### src/rtl/fp_rnd_pkg.sv
// Shared definitions for the rounding stage.
// Assumes the 2-bit mode code is fixed across the design and its bench.
package fp_rnd_pkg;
    typedef enum logic [1:0] {
        RM_NEAR_EVEN = 2'd0,
        RM_TO_ZERO   = 2'd1,
        RM_TO_POS    = 2'd2,
        RM_TO_NEG    = 2'd3
    } rmode_e;
endpackage

### src/rtl/fp_rnd_decide.sv
// Decides whether the kept significand must be incremented by one ULP.
// Assumes grs = {guard, round, sticky}, already OR-reduced upstream.
module fp_rnd_decide
    import fp_rnd_pkg::*;
(
    input  logic       sign,
    input  logic [1:0] mode,
    input  logic       lsb,
    input  logic [2:0] grs,
    output logic       bump,
    output logic       inexact
);
    logic   lost;
    rmode_e rm;

    // Any set bit below the kept LSB makes the result inexact.
    always_comb begin
        lost    = |grs;
        inexact = lost;
        rm      = rmode_e'(mode);
    end

    // Per-mode increment decision; a tie in nearest mode falls to the even LSB.
    always_comb begin
        unique case (rm)
            RM_NEAR_EVEN: bump = grs[2] & (grs[1] | grs[0] | lsb);
            RM_TO_ZERO:   bump = 1'b0;
            RM_TO_POS:    bump = lost & ~sign;
            RM_TO_NEG:    bump = lost & sign;
            default:      bump = 1'b0;
        endcase
    end
endmodule

### src/rtl/fp_rnd_incr.sv
// Adds the rounding increment and renormalizes on carry-out.
// Assumes a normalized significand (hidden bit set) on entry.
module fp_rnd_incr #(
    parameter int SIG_W = 24,
    parameter int EXP_W = 8
) (
    input  logic [SIG_W-1:0] sig_in,
    input  logic [EXP_W:0]   exp_in,
    input  logic             bump,
    output logic [SIG_W-1:0] sig_out,
    output logic [EXP_W+1:0] exp_out
);
    logic [SIG_W:0] sum;
    logic           carry;

    // Increment, then shift right by one and bump the exponent if it carried.
    always_comb begin
        sum     = {1'b0, sig_in} + {{SIG_W{1'b0}}, bump};
        carry   = sum[SIG_W];
        sig_out = carry ? sum[SIG_W:1] : sum[SIG_W-1:0];
        exp_out = {1'b0, exp_in} + {{(EXP_W+1){1'b0}}, carry};
    end
endmodule

### src/rtl/fp_rnd_pack.sv
// Packs the rounded fields into a word and applies special-case selection:
// pass-through of all-ones exponents, and overflow to infinity or to the
// largest finite value depending on mode and sign.
module fp_rnd_pack
    import fp_rnd_pkg::*;
#(
    parameter int EXP_W  = 8,
    parameter int FRAC_W = 23
) (
    input  logic                    sign,
    input  logic [1:0]              mode,
    input  logic                    special,
    input  logic [FRAC_W-1:0]       raw_frac,
    input  logic [FRAC_W-1:0]       rnd_frac,
    input  logic [EXP_W+1:0]        rnd_exp,
    input  logic                    inexact_in,
    output logic [EXP_W+FRAC_W:0]   result,
    output logic                    overflow,
    output logic                    inexact
);
    localparam int EMAX = (1 << EXP_W) - 1;
    localparam logic [EXP_W-1:0] EXP_ONES = EXP_W'(EMAX);
    localparam logic [EXP_W-1:0] EXP_TOP  = EXP_W'(EMAX - 1);

    logic   to_inf;
    rmode_e rm;

    // Overflow goes to infinity only when rounding points away from zero.
    always_comb begin
        rm     = rmode_e'(mode);
        to_inf = (rm == RM_NEAR_EVEN) || (rm == RM_TO_POS && !sign) ||
                 (rm == RM_TO_NEG && sign);
    end

    // Select the packed word and flags.
    always_comb begin
        if (special) begin
            result   = {sign, EXP_ONES, raw_frac};
            overflow = 1'b0;
            inexact  = 1'b0;
        end else if (rnd_exp >= (EXP_W+2)'(EMAX)) begin
            result   = to_inf ? {sign, EXP_ONES, {FRAC_W{1'b0}}}
                              : {sign, EXP_TOP, {FRAC_W{1'b1}}};
            overflow = 1'b1;
            inexact  = 1'b1;
        end else begin
            result   = {sign, rnd_exp[EXP_W-1:0], rnd_frac};
            overflow = 1'b0;
            inexact  = inexact_in;
        end
    end
endmodule

### src/rtl/fp_round_unit.sv
// Single-stage rounding unit: decide, increment/renormalize, pack, register.
// Assumes in_sig holds {hidden, fraction, guard, round, sticky}; in_exp values
// above the all-ones field mean the range was already exceeded upstream.
module fp_round_unit #(
    parameter int EXP_W  = 8,
    parameter int FRAC_W = 23
) (
    input  logic                       clk,
    input  logic                       rst_n,
    input  logic                       in_valid,
    input  logic                       in_sign,
    input  logic [EXP_W:0]             in_exp,
    input  logic [FRAC_W+3:0]          in_sig,
    input  logic [1:0]                 in_mode,
    output logic                       out_valid,
    output logic [EXP_W+FRAC_W:0]      out_result,
    output logic                       out_overflow,
    output logic                       out_inexact
);
    localparam int SIG_W  = FRAC_W + 1;
    localparam int EXT_W  = SIG_W + 3;
    localparam int WORD_W = 1 + EXP_W + FRAC_W;
    localparam int EMAX   = (1 << EXP_W) - 1;

    logic              bump, inx_raw, special;
    logic [SIG_W-1:0]  sig_rnd;
    logic [EXP_W+1:0]  exp_rnd;
    logic [WORD_W-1:0] word_c;
    logic              ovf_c, inx_c;

    // Flag operands whose exponent is already the all-ones field.
    always_comb special = (in_exp == (EXP_W+1)'(EMAX));

    fp_rnd_decide u_decide (
        .sign    (in_sign),
        .mode    (in_mode),
        .lsb     (in_sig[3]),
        .grs     (in_sig[2:0]),
        .bump    (bump),
        .inexact (inx_raw)
    );

    fp_rnd_incr #(.SIG_W(SIG_W), .EXP_W(EXP_W)) u_incr (
        .sig_in  (in_sig[EXT_W-1:3]),
        .exp_in  (in_exp),
        .bump    (bump),
        .sig_out (sig_rnd),
        .exp_out (exp_rnd)
    );

    fp_rnd_pack #(.EXP_W(EXP_W), .FRAC_W(FRAC_W)) u_pack (
        .sign       (in_sign),
        .mode       (in_mode),
        .special    (special),
        .raw_frac   (in_sig[EXT_W-2:3]),
        .rnd_frac   (sig_rnd[FRAC_W-1:0]),
        .rnd_exp    (exp_rnd),
        .inexact_in (inx_raw),
        .result     (word_c),
        .overflow   (ovf_c),
        .inexact    (inx_c)
    );

    // Output register: valid follows every cycle, data loads on valid input.
    always_ff @(posedge clk) begin
        if (!rst_n) begin
            out_valid    <= 1'b0;
            out_result   <= '0;
            out_overflow <= 1'b0;
            out_inexact  <= 1'b0;
        end else begin
            out_valid <= in_valid;
            if (in_valid) begin
                out_result   <= word_c;
                out_overflow <= ovf_c;
                out_inexact  <= inx_c;
            end
        end
    end

    a_r2_valid_follows: assert property (@(posedge clk) disable iff (!rst_n)
        1'b1 |=> (out_valid == $past(in_valid)));

    a_r10_inexact_grs: assert property (@(posedge clk) disable iff (!rst_n)
        (out_valid && $past(in_exp) < (EXP_W+1)'(EMAX) && !out_overflow)
        |-> (out_inexact == (|$past(in_sig[2:0]))));

    a_r5_truncate: assert property (@(posedge clk) disable iff (!rst_n)
        (out_valid && $past(in_mode) == 2'd1 && $past(in_exp) < (EXP_W+1)'(EMAX))
        |-> (!out_overflow &&
             out_result[FRAC_W-1:0] == $past(in_sig[EXT_W-2:3]) &&
             out_result[WORD_W-2:FRAC_W] == $past(in_exp[EXP_W-1:0])));

    a_r8_ovf_inexact: assert property (@(posedge clk) disable iff (!rst_n)
        out_overflow |-> out_inexact);

    a_r9_ovf_encoding: assert property (@(posedge clk) disable iff (!rst_n)
        out_overflow |->
        ((out_result[WORD_W-2:FRAC_W] == EXP_W'(EMAX) && out_result[FRAC_W-1:0] == '0) ||
         (out_result[WORD_W-2:FRAC_W] == EXP_W'(EMAX - 1) && (&out_result[FRAC_W-1:0]))));

    a_r11_pass_through: assert property (@(posedge clk) disable iff (!rst_n)
        (out_valid && $past(in_exp) == (EXP_W+1)'(EMAX))
        |-> (!out_overflow && !out_inexact &&
             out_result[WORD_W-2:FRAC_W] == EXP_W'(EMAX) &&
             out_result[FRAC_W-1:0] == $past(in_sig[EXT_W-2:3])));
endmodule

### config.mk
export PLATFORM = sky130hd
export DESIGN_NAME = fp_round_unit
export DESIGN_NICKNAME = d
export VERILOG_FILES = /design/src/rtl/fp_rnd_pkg.sv /design/src/rtl/fp_rnd_decide.sv /design/src/rtl/fp_rnd_incr.sv /design/src/rtl/fp_rnd_pack.sv /design/src/rtl/fp_round_unit.sv
export SDC_FILE = /design/constraint.sdc
export NUM_CORES = 1
export LEC_CHECK = 0
export CORE_AREA = 5 5 81 83
export DETAILED_ROUTE_END_ITERATION = 6
export DIE_AREA = 0 0 86 88
export GPL_ROUTABILITY_DRIVEN = 1
export GPL_TIMING_DRIVEN = 0
export PLACE_DENSITY = 0.71
export SLEW_MARGIN = 15
export SYNTH_ARGS = -nofsm -noshare
export SYNTH_HDL_FRONTEND = slang
export SYNTH_SLANG_ARGS = --single-unit
### constraint.sdc
create_clock -name clk -period 5.43 [get_ports clk]
set_input_delay 1.086 -clock clk [delete_from_list [all_inputs] [get_ports clk]]
set_output_delay 1.086 -clock clk [all_outputs]
set_load 0.01 [all_outputs]
# Word level (Yosys, flattened, before mapping)
# Cells that the tools add are included.
# classes
eq_ne	4
add_sub_neg	2
n_bitwise	6
order_cmp	1
reduce_logical	7
muxes	9
# ops
op	n
$mux W31	2
$add A24 B1 Y25	1
$mux W24	1
$mux W23	1
$add A9 B1 Y10	1
$ge A10 B8 Y1 const B	1
$eq A9 B8 Y1 const B	1
$eq A2 B2 Y1 const B	2
$mux W1	4
$pmux W1 S4	1
$and A1 B1 Y1	3
$reduce_or A3 Y1	1
$eq A2 B1 Y1 const B	1
$logic_and A1 B1 Y1	2
$logic_not A2 Y1	1
$logic_or A1 B1 Y1	2
$or A1 B1 Y1	2
$logic_not A1 Y1	1
$not A1 Y1	1
# word_totals
input_bits	42
output_inout_bits	35
word_cells	33
register_bits	35

# Longest topological paths before layout
# depth
depth_word	9
mapped_depth	19
ltp_nobuf	18

# Cells and area by module
# A second synthesis with hierarchy kept.
# unflattened
hier_cells	293
area_unflattened_um2	2645.0
# modules_own_cells
mod	area_each_um2	cells_each	seq_area_each_um2	n_inst
fp_round_unit	1365.1	115	700.7	1
fp_rnd_incr	769.5	119	0.0	1
fp_rnd_pack	470.5	52	0.0	1
fp_rnd_decide	40.0	7	0.0	1

# Worst setup path before layout
# No wires, ideal clock.
# synth_path
path_kind	input to register
from	input in_mode[0]
to	register out_result[5]
arrival_time_ps	4535
required_ps	5346
setup_ps	84
path_buffers	1
cell_stages	19
path_slack_ps	811
cell_sequence	and2_1 ha_1 nor2_1 nand2_1 o21ai_0 ha_1 ha_1 and2_1 nand4_1 nor2_2 ha_1 nand4_2 nor3_2 mux2_4 a31oi_4 nor2b_4 buf_6 a21oi_2 o31ai_2
# synth_between
elab_chain_cells	7
word_cells_on_any_way	16
cone_classes	2 x add/sub; 1 x order compare; 3 x eq/ne; 5 x mux; 5 x reduce/logical
# synth_lines
element	line	rtl
from (decl)	fp_round_unit.sv:14	input logic [1:0] in_mode,
$eq A2 B2 Y1, or another cell as far along	fp_rnd_decide.sv:25, fp_rnd_pack.sv:32	
$pmux W1 S4 / $logic_and A1 B1 Y1 (equally long branches)	fp_rnd_decide.sv:25, fp_rnd_pack.sv:31	
$add A24 B1 Y25 / $logic_or A1 B1 Y1 (equally long branches)	fp_rnd_incr.sv:18, fp_rnd_pack.sv:31	
$add A9 B1 Y10 / $logic_or A1 B1 Y1 (equally long branches)	fp_rnd_incr.sv:21, fp_rnd_pack.sv:31	
$ge A10 B8 Y1 / $mux W24 (equally long branches)	fp_rnd_pack.sv:41, fp_rnd_pack.sv:42	
$mux W31 (*)	fp_rnd_pack.sv:41	end else if (rnd_exp >= (EXP_W+2)'(EMAX)) begin
$mux W31 (*)	fp_rnd_pack.sv:37	if (special) begin
to (signal assigned)	fp_round_unit.sv:74	out_result <= word_c;
to (decl)	fp_round_unit.sv:16	output logic [EXP_W+FRAC_W:0] out_result,
# Every way passes the cells marked *; elsewhere a longest branch is shown, timed or not.
# A chain may end at the register's enable or synchronous reset.

# Worst setup path after layout
# layout_path
from	input in_mode[1]
to	register out_result[5]
# Same word-level chain as after synthesis.

==> results.py <==
metrics = {
    "sta": {
        "worst_clock_skew_ps": 0,
        "max_clock_freq_mhz": 196,
        "relSlewSlack_pct": 52.2,
        "timing.final.setup_violations": 0,
        "report.final.hold_viol_count": 0,
        "setup_slack_ps": 323,
        "unrepaired_setup_endpoints_after_global_routing": "no",
        "whs_ps": 448,
        "report.final.slew_viol_count": 0,
        "worst_pin_slew_ps": 714,
        "post-route-min-period_ps": 5110,
        "min_period_over_period_pct": 94.0,
    },
    "cts": {
        "clock_tree.buffer_depth": 2,
        "clkSlewWorstSetupHoldPaths_ps": 70,
        "clock_sinks": 35,
        "ctsHtreeMaxLevel": 2,
        "cts-buffers-inserted": 5,
        "worst_skew_pair.late_latency_ps": 280,
        "postCtsHoldBufs": 0,
        "clock_tree.root_cell": "sky130_fd_sc_hd__clkbuf_8",
        "cts_tree": "built",
    },
    "setup_path": {
        "timing.critical_path.mode_cell": "sky130_fd_sc_hd__ha_1",
        "critical-path-max-stage-delay_ps": 450,
        "crit_start": "in_mode[1]",
        "critical_path.endpoint_type": "flop",
        "critical_path.max_fanout": 7,
        "critPathRequiredTime_ps": 5640,
        "critical_path.startpoint_type": "primary input",
        "rr_worst_depth": 3,
        "rr_startpoint": "out_result[18]$_SDFFE_PN0P_",
        "worstPathCellList": "clkdlybuf4s50_1 -> and2_1 -> ha_1 -> nor2_1 -> nand2_1 -> o21ai_0 -> ha_2 -> ha_1 -> and2_1 -> nand4_1 -> nor2_4 -> ha_1 -> nand3_1 -> o31a_1 -> o22ai_2 -> a31oi_4 -> buf_4 -> nor4_2 -> nor3_1 -> o31ai_2",
        "timing.critical_path.to": "out_result[5]$_SDFFE_PN0P_",
        "worst-r2r-setup-slack_ps": 4560,
        "worst_r2r_endpoint": "out_result[18]$_SDFFE_PN0P_",
        "worstPathArrival_ps": 5310,
        "worst-setup-path-type": "primary input to flop",
        "timing.critical_path.slowest_stage_cell": "sky130_fd_sc_hd__clkdlybuf4s50_1",
    },
    "cells_and_area": {
        "final_cell_mix": "sky130_fd_sc_hd__clkdlybuf4s50_1 (73), sky130_fd_sc_hd__nand2_1 (38), sky130_fd_sc_hd__o21ai_0 (36)",
        "antenna_cells": 0,
        "finish.net_count": 442,
        "fillers": 544,
        "layout-drive-gt1-share_pct": 11.4,
        "ff_latch_area_um2": 701,
        "layout_area_overhead_pct": 38.7,
        "multiInputGateArea_um2": 1680,
        "layout.cells.most_common": "sky130_fd_sc_hd__clkdlybuf4s50_1",
    },
    "status": {
        "outcome": "finished clean",
    },
    "die": {
        "floorplan.io_pins": 77,
        "std_cell_rows": 28,
        "core_region_area_um2": 5780,
        "design.die.area_um2": 7570,
        "die_w_um": 86,
        "die_h_um": 88,
        "floorplan.initialDensity_pct": 42.8,
    },
    "placed_design": {
        "place.gp.congestion": 0.900,
        "dp_slack_ps": -227,
        "detailedPlacementHpwl_mm": 5.79,
        "numPortBuffers": 73,
    },
    "route": {
        "antenna_violating_nets_post_route": 0,
        "detailedRoute.firstIterationViolations": 227,
        "route.detailed.drc": 0,
        "avgRoutedWirePerCell_um": 16.5,
        "via_count": 2723,
        "drt_pre_antenna_iters": 5,
        "via_density_per_instance": 5.78,
        "routed_wl_mm": 7.75,
    },
    "power": {
        "pwr-share-comb_pct": 27.2,
        "clockPowerShare_pct": 30.7,
        "vdd.ir_drop.worst_v": 0.000113,
        "total_leakage_power_nw": 1.26,
        "power.switching_fraction_pct": 28.3,
        "seq_power_share_pct": 42.0,
        "power.net_switching_uw": 192,
        "power_density_nw_per_um2": 198,
        "total_power_uw": 680,
        "power.internal_uw": 488,
    },
    "synth": {
        "synthesis.nets": 359,
        "ys_types": 65,
        "synth-warning-count": 0,
        "post_synth_edffs": 0,
        "netlist.top_cell.by_area": "sky130_fd_sc_hd__dfxtp_1",
        "netlist_top_cells_area": "sky130_fd_sc_hd__dfxtp_1 (28%), sky130_fd_sc_hd__o21ai_0 (7.3%), sky130_fd_sc_hd__nand2_1 (5.8%)",
        "synth-seq-cells": 35,
        "async_flop_share_pct": 0,
        "syn_area_per_cell_um2": 7.94,
        "synthesis.instances": 312,
        "syn-cell-area_um2": 2480,
        "yosys_top_cell_area_share_pct": 28.3,
        "postSynth.topFlopCell": "sky130_fd_sc_hd__dfxtp_1",
        "synth.yosys.seq_area_share_pct": 28.3,
    },
    "grt": {
        "globalRouteTotalUtil_pct": 20.3,
        "antenna_found_initial": 0,
        "grt_first_pass_wirelength_mm": 12.2,
        "grt_overflow_total": 0,
        "grt_max_degree": 11,
        "grt_pass1_vias": 2492,
    },
    "worst_hold_path": {
        "min-delay-path-class": "flop to flop",
    },
    "run": {
        "max-cap-violations": 0,
    },
}
==> registers in the layout (all words and copies together), names as in the netlist <==
signal	cells
out_overflow	1
out_inexact	1
out_valid	1
out_result	32
==> how the worst min path moves through the flow <==
stage / from / to / slack [ps] / cells past startpoint
4_1_cts: out_result[20]$_SDFFE_PN0P_ / out_result[20]$_SDFFE_PN0P_ / 450 / 2
5_1_grt: out_result[20]$_SDFFE_PN0P_ / out_result[20]$_SDFFE_PN0P_ / 480 / 2
3_3_place_gp: out_result[9]$_SDFFE_PN0P_ / out_result[9]$_SDFFE_PN0P_ / 440 / 2
3_5_place_dp: out_result[20]$_SDFFE_PN0P_ / out_result[20]$_SDFFE_PN0P_ / 440 / 2
6_report: out_result[20]$_SDFFE_PN0P_ / out_result[20]$_SDFFE_PN0P_ / 450 / 2
2_1_floorplan: out_result[20]$_SDFFE_PN0P_ / out_result[20]$_SDFFE_PN0P_ / 470 / 2
==> worst max-delay path: cells and delay by family <==
| kind | cells | cell delay (ps) |
|---|---|---|
| adders and majority gates | 4 | 1110 |
| AOI/OAI and AO/OA | 5 | 850 |
| buffers and inverters | 2 | 630 |
| and+or+nand+nor | 9 | 1640 |
==> cell usage after synthesis (2+ instances only) <==
| cell | count |
|---|---|
| sky130_fd_sc_hd__a2bb2oi_1 | 2 |
| sky130_fd_sc_hd__nor3_1 | 5 |
| sky130_fd_sc_hd__mux2i_1 | 4 |
| sky130_fd_sc_hd__nor2b_1 | 5 |
| sky130_fd_sc_hd__buf_2 | 2 |
| sky130_fd_sc_hd__nor3_2 | 4 |
| sky130_fd_sc_hd__o21ai_0 | 36 |
| sky130_fd_sc_hd__a21oi_1 | 22 |
| sky130_fd_sc_hd__inv_1 | 4 |
| sky130_fd_sc_hd__nor3b_1 | 3 |
| sky130_fd_sc_hd__nand2_1 | 38 |
| sky130_fd_sc_hd__nand2b_1 | 3 |
| sky130_fd_sc_hd__xor2_1 | 11 |
| sky130_fd_sc_hd__a22o_1 | 2 |
| sky130_fd_sc_hd__and2_1 | 5 |
| sky130_fd_sc_hd__a31oi_1 | 8 |
| sky130_fd_sc_hd__xnor2_1 | 11 |
| sky130_fd_sc_hd__nor2_1 | 21 |
| sky130_fd_sc_hd__nand3_1 | 15 |
| sky130_fd_sc_hd__nand4_2 | 2 |
| sky130_fd_sc_hd__o211ai_1 | 2 |
| sky130_fd_sc_hd__a21o_1 | 2 |
| sky130_fd_sc_hd__nand4_1 | 6 |
| sky130_fd_sc_hd__ha_1 | 5 |
| sky130_fd_sc_hd__o21ai_1 | 2 |
| sky130_fd_sc_hd__dfxtp_1 | 35 |
| sky130_fd_sc_hd__clkbuf_1 | 10 |
| sky130_fd_sc_hd__and4_1 | 5 |
| sky130_fd_sc_hd__buf_6 | 3 |
| sky130_fd_sc_hd__and3_1 | 4 |
==> cell type report <==
cell class              count  share of cell area (%)
multi-input cells         256                    48.9
repair buffers             76                    21.9
flip-flops and latches     35                    20.4
clock buffers               8                    2.92
well taps                  75                    2.73
plain buffers              17                    2.62
inverters                   4                   0.437
==> power groups by stage <==
stage	logic, mW	registers (mW)	clock network [mW]
final	0.185	0.286	0.209
after global routing	0.200	0.288	0.222
after CTS	0.184	0.286	0.211
after detailed placement	0.183	0.292	0
after global placement	0.181	0.291	0
after floorplan	0.0774	0.299	0
==> metal layers <==
| metal | track usage [%] | wire (um) |
|---|---|---|
| met5 | 0 | 0 |
| met2 | 34.9 | 3680 |
| met4 | 5.32 | 129 |
| met1 | 26.1 | 3310 |
| met3 | 3.57 | 634 |
==> what timing repair did <==
| item | CTS | global route |
|---|---|---|
| gates resized for setup | 0 | 3 |
| buffers inserted | 0 | 3 |
| endpoints found under the setup margin | 0 | 29 |
==> cells by family (layout without fill, tap and decap cells) <==
logic type      count (synthesis)  in the layout  synth area share, %
mux                             6              6                 2.68
flops                          35             35                 28.3
compound gates                 95             95                 25.2
fa+ha+maj                       5              5                 2.53
buf+inv                        21            105                 4.24
xor+xnor                       22             22                 7.78
simple gates                  128            128                 29.3
==> per-stage QoR <==
stage,setup TNS [ps],utilization (%),std cells,area (um2)
after global placement,-2830,57.1,460,3300
after CTS,0,58.8,468,3400
after floorplan,0,-,312,2480
final,0,59.4,471,3430
after global routing,0,59.4,471,3430
after detailed placement,-4010,57.1,460,3300
No activity file was read; power rests on OpenSTA's default activity.
